$ cat config.mk
export PLATFORM = sky130hd
export DESIGN_NAME = gpx_regbank
export DESIGN_NICKNAME = d
export VERILOG_FILES = /design/src/rtl/gpx_pkg.sv /design/src/rtl/gpx_decode.sv /design/src/rtl/gpx_port.sv /design/src/rtl/gpx_regbank.sv
export SDC_FILE = /design/constraint.sdc
export NUM_CORES = 1
export LEC_CHECK = 0
export ABC_AREA = 1
export BUFFER_PORTS_ARGS = -buffer_cell sky130_fd_sc_hd__buf_2
export CORE_AREA = 4 4 68 117
export DETAILED_ROUTE_END_ITERATION = 16
export DIE_AREA = 0 0 72 121
export GPL_ROUTABILITY_DRIVEN = 1
export PLACE_DENSITY = 0.83
export SETUP_SLACK_MARGIN = 0.05
export SLEW_MARGIN = 20
export SYNTH_ARGS = -nofsm -noshare
export SYNTH_HDL_FRONTEND = slang
export SYNTH_SLANG_ARGS = --single-unit
$ cat constraint.sdc
create_clock -name clk -period 1.7 [get_ports clk]
set_input_delay 0.085 -clock clk [delete_from_list [all_inputs] [get_ports clk]]
set_output_delay 0.085 -clock clk [all_outputs]
set_load 0.01 [all_outputs]
$ cat src/rtl/gpx_pkg.sv
package gpx_pkg;

    localparam int PORT_W    = 8;
    localparam int NUM_PORTS = 2;
    localparam int PIN_W     = PORT_W * NUM_PORTS;

    // register kind selected by address bits [2:1]
    typedef enum logic [1:0] {
        RK_INPUT  = 2'd0,
        RK_OUTPUT = 2'd1,
        RK_POLAR  = 2'd2,
        RK_DIR    = 2'd3
    } reg_kind_e;

    typedef struct packed {
        logic      hit;
        reg_kind_e kind;
        logic      port;
    } reg_sel_t;

endpackage

$ cat src/rtl/gpx_decode.sv
module gpx_decode
    import gpx_pkg::*;
#(
    parameter int ADDR_W = 8
) (
    input  logic [ADDR_W-1:0] addr,
    output reg_sel_t          sel
);

    always_comb begin
        sel.hit  = (addr[ADDR_W-1:3] == '0);
        sel.kind = reg_kind_e'(addr[2:1]);
        sel.port = addr[0];
    end

endmodule

$ cat src/rtl/gpx_port.sv
module gpx_port
    import gpx_pkg::*;
#(
    parameter int W    = 8,
    parameter int SYNC = 2
) (
    input  logic         clk,
    input  logic         rst_n,
    input  logic         wr_en,
    input  reg_kind_e    kind,
    input  logic [W-1:0] wdata,
    input  logic [W-1:0] pin_in,
    output logic [W-1:0] out_q,
    output logic [W-1:0] pol_q,
    output logic [W-1:0] dir_q,
    output logic [W-1:0] in_val,
    output logic [W-1:0] pin_out,
    output logic [W-1:0] pin_oe
);

    localparam int LAST = SYNC - 1;

    logic [W-1:0] sync_q [SYNC];

    // synchronizer chain
    always_ff @(posedge clk or negedge rst_n) begin
        if (!rst_n) begin
            for (int s = 0; s < SYNC; s++) sync_q[s] <= '0;
        end else begin
            sync_q[0] <= pin_in;
            for (int s = 1; s < SYNC; s++) sync_q[s] <= sync_q[s-1];
        end
    end

    // control registers
    always_ff @(posedge clk or negedge rst_n) begin
        if (!rst_n) begin
            out_q <= '1;
            pol_q <= '0;
            dir_q <= '1;
        end else if (wr_en) begin
            unique case (kind)
                RK_OUTPUT: out_q <= wdata;
                RK_POLAR:  pol_q <= wdata;
                RK_DIR:    dir_q <= wdata;
                RK_INPUT:  ;
            endcase
        end
    end

    always_comb begin
        in_val  = sync_q[LAST] ^ pol_q;
        pin_oe  = ~dir_q;
        pin_out = out_q & ~dir_q;
    end

endmodule

$ cat src/rtl/gpx_regbank.sv
module gpx_regbank
    import gpx_pkg::*;
#(
    parameter int ADDR_W      = 8,
    parameter int SYNC_STAGES = 2
) (
    input  logic              clk,
    input  logic              rst_n,
    input  logic [ADDR_W-1:0] bus_addr,
    input  logic [7:0]        bus_wdata,
    input  logic              bus_wr,
    input  logic              bus_rd,
    output logic [7:0]        bus_rdata,
    input  logic [15:0]       pin_in,
    output logic [15:0]       pin_out,
    output logic [15:0]       pin_oe
);

    reg_sel_t          sel;
    logic [PORT_W-1:0] out_a [NUM_PORTS];
    logic [PORT_W-1:0] pol_a [NUM_PORTS];
    logic [PORT_W-1:0] dir_a [NUM_PORTS];
    logic [PORT_W-1:0] in_a  [NUM_PORTS];
    logic [PORT_W-1:0] rd_next;

    gpx_decode #(.ADDR_W(ADDR_W)) i_decode (
        .addr (bus_addr),
        .sel  (sel)
    );

    for (genvar p = 0; p < NUM_PORTS; p++) begin : g_port
        logic wr_here;
        assign wr_here = bus_wr && sel.hit && (sel.port == 1'(p));

        gpx_port #(.W(PORT_W), .SYNC(SYNC_STAGES)) i_port (
            .clk     (clk),
            .rst_n   (rst_n),
            .wr_en   (wr_here),
            .kind    (sel.kind),
            .wdata   (bus_wdata),
            .pin_in  (pin_in[p*PORT_W +: PORT_W]),
            .out_q   (out_a[p]),
            .pol_q   (pol_a[p]),
            .dir_q   (dir_a[p]),
            .in_val  (in_a[p]),
            .pin_out (pin_out[p*PORT_W +: PORT_W]),
            .pin_oe  (pin_oe[p*PORT_W +: PORT_W])
        );
    end

    always_comb begin
        rd_next = '0;
        if (sel.hit) begin
            unique case (sel.kind)
                RK_INPUT:  rd_next = in_a[sel.port];
                RK_OUTPUT: rd_next = out_a[sel.port];
                RK_POLAR:  rd_next = pol_a[sel.port];
                RK_DIR:    rd_next = dir_a[sel.port];
            endcase
        end
    end

    always_ff @(posedge clk or negedge rst_n) begin
        if (!rst_n)      bus_rdata <= '0;
        else if (bus_rd) bus_rdata <= rd_next;
    end

endmodule

# Yosys cells after proc, flatten, opt, wreduce, memory -nomap -nowiden
# Cells that the tools add are included.
# totals
reg_bits	88
in_bits	36
output_inout_bits	40
# classes
order_cmp	1
eq_ne	3
muxes	14
bitwise_logic	8
reduce_logical	11
# ops
operator	count
$mux W8	13
$pmux W8 S4	1
$and A8 B8 Y8	2
$not A8 Y8	2
$xor A8 B8 Y8	2
$reduce_and A2 Y1	6
$logic_not A5 Y1	1
$eq A2 B2 Y1 const B	2
$logic_and A1 B1 Y1	3
$eq A2 B1 Y1 const B	1
$ge A2 B2 Y1 const B	1
$logic_not A2 Y1	1
$not A1 Y2	1
$not A1 Y1	1

# Depth between registers and ports, before layout
# Gate-level depths: netlist (run 1).
# depth
depth_word	6
mapped_depth	10
mapped_depth_nobuf	9

# Modules after synthesis
# From an unflattened synthesis (run 1), not the netlist that was laid out.
# unflattened
hier_cells	533
hier_area_um2	4404.2
# modules_own_cells
mod	instances	cells_per_inst	area_per_inst_um2	seq_area_each_um2
gpx_port	2	156	1655.3	1021.0
gpx_regbank	1	211	1044.8	200.2
gpx_decode	1	10	48.8	0.0

# Least setup slack after synthesis (run 1)
# No wires, ideal clock.
# synth_path
path_kind	input to register
startpoint	input port bus_addr[6]
endpoint	register g_port[1].i_port.pol_q[5]
arrival_ns	0.945
required_ns	1.578
path_slack_ns	0.633
cell_stages	7
cell_sequence	nor2_1 nand3_2 nor2_8 nand3_4 buf_6 nand2_1 o21ai_2
# synth_via
elab_chain_len	4
# synth_rtl
element	line_no	source
start, declared	gpx_regbank.sv:9	input logic [ADDR_W-1:0] bus_addr,
$logic_not A5 Y1	gpx_decode.sv:11	sel.hit = (addr[ADDR_W-1:3] == '0);
$logic_and A1 B1 Y1 (2 in series)	gpx_regbank.sv:33	assign wr_here = bus_wr && sel.hit && (sel.port == 1'(p));
$reduce_and A2 Y1 (no line)	n/a	
end signal, assigned	gpx_port.sv:44	RK_POLAR: pol_q <= wdata;
end, declared	gpx_port.sv:14	output logic [W-1:0] pol_q,
# Every way passes these cells.
# A chain may end at the register's enable or synchronous reset.

# Worst setup path in the final report (run 1)
# layout_path
startpoint	register g_port[0].i_port.out_q[3]
endpoint	output port pin_out[3]
# layout_via
elab_chain_len	1
# layout_rtl
element	line_no	source
start, declared	gpx_port.sv:13	output logic [W-1:0] out_q,
start signal, assigned	gpx_port.sv:43	RK_OUTPUT: out_q <= wdata;
$and A8 B8 Y8	gpx_port.sv:54	pin_out = out_q & ~dir_q;
end, declared	gpx_regbank.sv:15	output logic [15:0] pin_out,
# Every way passes these cells.

==> metrics.yaml, run 1 <==
initial_core_util: 0.578
maxCapViolations: 0
vias: 3480
crit_type: "register to primary output"
drv_slew: 0
syn_nets: 520
p_leak_nw: 2.48
stdcell_area_mm2: 0.00501
max_freq_mhz: 775
ys_seq_area_frac: 0.548
yosysMostFrequentCell: "nand2_1"
slew-limit-headroom: 0.715
viasPerCell: 5.19
setup_violations: 0
cts_htree_levels: 3
synth.avg_cell_area_um2: 8.45
crit_chain: "inv_1 -> nor2_1 -> buf_2"
clkTransAtPathRegs_ns: 0.06
grt_pass1_vias: 3611
diodes: 0
cts_setup_buffers: 0
die_y_um: 121
p_total_mw: 4.91
nets: 615
worstMarginPinSlew_ns: 0.424
grt_max_degree: 61
crit_start: "g_port[0].i_port.out_q[3]$_DFFE_PN1P_"
drt_iter0_drc: 176
synthArstFlopShare: 1.00
synth_common_cells: "nand2_1, inv_1, dfrtp_1"
hold_viol: 0
period_needed_ns: 1.29
overflow: 0
place_ws_ns: 0.368
area_delta_synth_final_pct: 22.6
yosys_warnings: 0
ir_worst_vdd_mv: 1.13
cts.path.max_buffers: 2
insertion_delay_ns: 0.34
critPathBufInv: 2
slowest_stage: "dfstp_2"
antenna_found_initial: 0
cp-end-kind: "primary output"
outcome: "complete, no violations"
die_width_um: 72
coreArea_mm2: 0.00708
cts_buffers: 9
grtUsageTotal: 0.250
placed_area_mm2: 0.00452
worstHoldPathType: "input pin to register"
die_area_mm2: 0.00871
first_pass_iters: 5
ctsRootBufferMaster: "clkbuf_16"
final.setup.tns_ns: 0
grt_pass1_wl_um: 16500
arrival_ns: 1.21
fin_skew_ns: 0.00616
dp_hpwl_um: 6860
post_drt_wl_per_cell_um: 14.9
rsz0062_at_grt: "false"
yosysTopAreaCell: "dfrtp_1"
drive_gt1_frac: 0.265
synth_cell_types: 21
fin_ws_ns: 0.409
post_cts_resized: 0
hold_start: "bus_wdata[6]"
place.gp.congestion: 0.865
powerDensity_mw_per_mm2: 979
synth_edf_count: 0
critical_path.max_stage_delay_ns: 0.53
ys_dominant_reg_cell: "dfrtp_1"
drc: 0
synth.area.top_cells: "dfrtp_1, dfstp_2, nand2_1, inv_1, nand3_1"
rows: 41
synthCells: 484
syn-cell-area_mm2: 0.00409
period_share: 0.759
whs_ns: 0.109
synth-seq-cells: 88
critPathRequiredTime_ns: 1.62
critPathMaxFanout: 2
timing.rr.start: "g_port[0].i_port.dir_q[3]$_DFFE_PN1P_"
synth_top_area_share: 0.343
pin_count: 76
postRouteAntennaNets: 0
crit_family: "flip-flops"
start_kind: "register"
portBuffers: 75
clkSinkCount: 88
routed_wl_um: 9970
tritoncts: "done"
cell usage in the layout (no fill, tap or decap):
| master | count |
|---|---|
| nor2_8 | 1 |
| inv_6 | 3 |
| clkinv_1 | 2 |
| nand3_4 | 6 |
| buf_12 | 1 |
| nor2_4 | 1 |
| clkinvlp_4 | 2 |
| buf_4 | 5 |
| nand3_1 | 45 |
| a21oi_1 | 1 |
| inv_2 | 1 |
| nor2_1 | 28 |
| nor2_2 | 1 |
| dfrtp_1 | 56 |
| bufinv_16 | 2 |
| o21ai_2 | 15 |
| clkbuf_16 | 9 |
| o21ai_1 | 37 |
| nand3_2 | 1 |
| buf_2 | 74 |
| o21ai_0 | 4 |
| dfstp_2 | 32 |
| inv_4 | 1 |
| dlygate4sd3_1 | 17 |
| nand2_1 | 164 |
| inv_1 | 75 |
through the flow:
stage / std cells / util
4_1_cts: 670 / 0.708
2_1_floorplan: 484 / -
6_report: 670 / 0.708
3_5_place_dp: 637 / 0.638
5_1_grt: 670 / 0.708
3_3_place_gp: 637 / 0.638
worst register-to-register path: stages (launching register included):
cell and delay, ns:
dfstp_2 0.54, inv_1 0.06, nand2_1 0.07, nand3_1 0.08, nand2_1 0.09, nor2_1 0.04
o21ai_0 0.16
timing repair:
item,in CTS,in global routing
hold buffers,17,0
endpoints found under the hold margin,44,0
endpoints found under the setup margin,0,0
per-layer routing:
metal	track usage	up-vias	part of all wire
li1	-	1685	-
met1	0.277	1625	0.37
met2	0.415	122	0.51
met3	0.0456	48	0.046
met4	0.189	0	0.069
met5	0	-	0
logic make-up (layout without fill, tap and decap cells):
| family | count (synthesis) | after routing | share of synthesized area |
|---|---|---|---|
| buffers and inverters | 92 | 192 | 0.0994 |
| DFF | 88 | 88 | 0.548 |
| AOI/OAI and AO/OA | 57 | 57 | 0.0835 |
| and+or+nand+nor | 247 | 247 | 0.269 |
layout make-up:
type                    instances  area, um2
repair buffers                 97        598
clock inverters                 7        101
flip-flops and latches         88       2240
inverters                      79        299
clock buffers                   9        225
multi-input cells             304       1440
fillers                       533       2070
well taps                      86        108
state kept, by name (all words and copies together), names as in the netlist:
name	flops
bus_rdata	8
g_port.i_port.dir_q	16
g_port.i_port.out_q	16
g_port.i_port.pol_q	16
g_port.i_port.sync_q	32
report_power, final:
| part | switching (mW) | internal [mW] | total [mW] | leakage, nW |
|---|---|---|---|---|
| Sequential | 0.0597 | 2.22 | 2.28 | 1.04 |
| Clock | 0.832 | 1.30 | 2.13 | 0.153 |
| Combinational | 0.311 | 0.184 | 0.494 | 1.29 |
final timing paths:
| check | end | depth (start not counted) | slack [ns] |
|---|---|---|---|
| setup / recovery | pin_out[3] | 3 | 0.41 |
| hold / removal | g_port[1].i_port.pol_q[6]$_DFFE_PN0P_ | 3 | 0.11 |
| setup reg to reg | bus_rdata[3]$_DFFE_PN0P_ | 6 | 0.58 |
| hold reg to reg | g_port[0].i_port.sync_q[3]$_DFF_PN0_ | 0 | 0.35 |
| max in group asynchronous | g_port[1].i_port.dir_q[3]$_DFFE_PN1P_ | 3 | 0.81 |
| min in group asynchronous | g_port[0].i_port.sync_q[0]$_DFF_PN0_ | 2 | 0.21 |
(Power assumes the default switching activity.)
==> run 2, diff against run 1 <==
--- a/config.mk
+++ b/config.mk
@@ -5,13 +5,13 @@
 export SDC_FILE = /design/constraint.sdc
 export NUM_CORES = 1
 export LEC_CHECK = 0
-export ABC_AREA = 1
+export ABC_AREA = 0
 export BUFFER_PORTS_ARGS = -buffer_cell sky130_fd_sc_hd__buf_2
-export CORE_AREA = 4 4 68 117
+export CORE_AREA = 4 4 71 123
 export DETAILED_ROUTE_END_ITERATION = 16
-export DIE_AREA = 0 0 72 121
+export DIE_AREA = 0 0 75 127
 export GPL_ROUTABILITY_DRIVEN = 1
-export PLACE_DENSITY = 0.83
+export PLACE_DENSITY = 0.74
 export SETUP_SLACK_MARGIN = 0.05
 export SLEW_MARGIN = 20
 export SYNTH_ARGS = -nofsm -noshare
==> constraint.sdc (replaced) <==
create_clock -name clk -period 1.18 [get_ports clk]
set_input_delay 0.059 -clock clk [delete_from_list [all_inputs] [get_ports clk]]
set_output_delay 0.059 -clock clk [all_outputs]
set_load 0.01 [all_outputs]
==> run 2 against run 1 <==
The flow now finishes with violations (setup timing). Design area increased by 4.0%. Core utilization is 4.0 points lower. Area after synthesis fell by 9.0%. Largest power group unchanged.
==> metrics.yaml, run 2 <==
yosysMostFrequentCell: "dfrtp_1"
vias: 2678
violations: "setup timing"
worstHoldPathType: "input pin to register"
cts_buffers: 9
drt_iter0_drc: 197
grt_pass1_wl_um: 14700
place.gp.congestion: 0.832
viasPerCell: 5.42
timing.rr.start: "g_port[1].i_port.pol_q[5]$_DFFE_PN0P_"
grt_pass1_vias: 2919
area_delta_synth_final_pct: 40.1
stdcell_area_mm2: 0.00521
hold_viol: 0
insertion_delay_ns: 0.34
hold_end: "g_port[0].i_port.dir_q[1]$_DFFE_PN1P_"
synth-seq-cells: 88
hold_start: "bus_wdata[1]"
powerDensity_mw_per_mm2: 1380
synth.area.top_cells: "dfrtp_1, dfstp_2, mux2_2, mux2i_1, xor2_1"
routed_wl_um: 9220
max_freq_mhz: 830
critPathBufInv: 1
synthArstFlopShare: 1.00
r2r_cells: 4
ctsRootBufferMaster: "clkbuf_16"
rsz0062_at_grt: "true"
arrival_ns: 1.15
cts_htree_levels: 3
fin_ws_ns: -0.0252
synthCells: 269
drv_slew: 0
grtUsageTotal: 0.211
final_cell_mix: "dfrtp_1, buf_2, mux2_2"
cts.path.max_buffers: 2
antenna_found_initial: 0
portBuffers: 75
synth_cell_types: 29
clkTransAtPathRegs_ns: 0.06
worstHoldPathCells: 2
die_area_mm2: 0.00953
ff2ff_setup_slack_ns: 0
drive_gt1_frac: 0.579
worstReg2RegEnd: "bus_rdata[5]$_DFFE_PN0P_"
crit_chain: "nor2b_1 -> buf_2"
critPathRequiredTime_ns: 1.12
slew-limit-headroom: 0.738
crit_family: "flip-flops"
die_width_um: 75
outcome: "complete, but fails checks"
largest_reg_flops: 32
p_leak_nw: 2.50
top_register: "g_port.i_port.sync_q"
syn_nets: 305
period_needed_ns: 1.21
whs_ns: 0.0274
start_kind: "register"
postRouteAntennaNets: 0
rows: 43
synth_common_cells: "dfrtp_1, mux2_2, dfstp_2"
worstMarginPinSlew_ns: 0.392
grt_max_degree: 36
synth.avg_cell_area_um2: 13.8
fin_skew_ns: 0.00811
dp_hpwl_um: 5990
critPathMaxFanout: 3
yosysTopAreaCell: "dfrtp_1"
syn-cell-area_mm2: 0.00372
die_y_um: 127
tritoncts: "done"
pin_count: 76
maxCapViolations: 0
diodes: 0
first_pass_iters: 4
ys_dominant_reg_cell: "dfrtp_1"
initial_core_util: 0.477
yosys_warnings: 0
clkSinkCount: 88
critical_path.max_stage_delay_ns: 0.54
post_drt_wl_per_cell_um: 18.7
drc: 0
synth_top_area_share: 0.377
nets: 435
period_share: 1.02
overflow: 0
ys_seq_area_frac: 0.603
ir_worst_vdd_mv: 1.31
setup_violations: 10
synth_edf_count: 0
slowest_stage: "dfstp_2"
coreArea_mm2: 0.00780
final_common_cell: "dfrtp_1"
placed_area_mm2: 0.00435
cp-end-kind: "primary output"
crit_type: "register to primary output"
[run 2: cell count changes after synthesis, moves of 14 or more]
cell / delta
inv_1: -58
mux2_2: +47
mux2i_1: +17
nand2_1: -160
nand3_1: -45
nor2_1: -27
nor2b_1: +18
o21ai_1: -35
o21ai_2: -15
xor2_1: +14
[run 2: power breakdown]
group	switching, mW	leakage [nW]	total, mW	internal, mW
combinational	0.354	1.30	0.782	0.427
clock	1.09	0.163	3.12	2.03
sequential	0.105	1.04	3.30	3.20
total	1.55	2.50	7.21	5.66
[run 2: layer usage]
metal | vias up | track usage | routed length [um]
met5 | - | 0 | 0
met4 | 0 | 0.0985 | 272
met3 | 20 | 0.0512 | 520
met2 | 100 | 0.356 | 5040
met1 | 1347 | 0.245 | 3390
li1 | 1211 | - | -
[run 2: repair_timing]
item	in CTS	in global routing
hold buffers	17	0
gates resized for setup	18	38
setup buffers	19	1
setup endpoints to repair	37	40
pin swaps	19	10
endpoints found under the hold margin	68	0
[run 2: cell type report]
type	instances	area (um2)
Fill cell	541	2590
Sequential cell	88	2240
Multi-Input combinational cell	153	1420
Timing Repair Buffer	130	1040
Clock buffer	14	274
Tap cell	90	113
Inverter	17	63.8
Clock inverter	2	60.1
[run 2: how the worst max path moves through the flow]
stage | startpoint | end | slack [ns] | cells after the start
after global placement | bus_addr[6] | g_port[1].i_port.dir_q[0]$_DFFE_PN1P_ | -0.18 | 5
after global routing | g_port[0].i_port.out_q[5]$_DFFE_PN1P_ | pin_out[5] | -0.07 | 2
after floorplan | bus_addr[2] | bus_rdata[4]$_DFFE_PN0P_ | 0.06 | 6
final | g_port[0].i_port.out_q[5]$_DFFE_PN1P_ | pin_out[5] | -0.03 | 2
after detailed placement | bus_addr[6] | g_port[1].i_port.dir_q[0]$_DFFE_PN1P_ | -0.21 | 5
after CTS | g_port[1].i_port.out_q[7]$_DFFE_PN1P_ | pin_out[15] | -0.04 | 2
[run 2: stage by stage]
stage	setup WS, ns	TNS [ns]	power (mW)	util	cells
after CTS	-0.0387	-0.264	7.20	0.647	493
after global routing	-0.0736	-0.923	7.46	0.668	494
after global placement	-0.182	-6.45	3.93	0.557	441
after floorplan	0.0608	0	3.62	-	269
final	-0.0252	-0.0605	7.21	0.668	494
after detailed placement	-0.206	-7.83	3.96	0.557	441
[run 2: kinds of logic (layout without fill, tap and decap cells)]
| logic type | Yosys count | in the layout | share of synthesized area |
|---|---|---|---|
| compound gates | 40 | 40 | 0.0790 |
| mux | 65 | 65 | 0.191 |
| buf+inv | 28 | 163 | 0.0346 |
| xor+xnor | 16 | 16 | 0.0377 |
| simple gates | 32 | 32 | 0.0551 |
| flops | 88 | 88 | 0.603 |
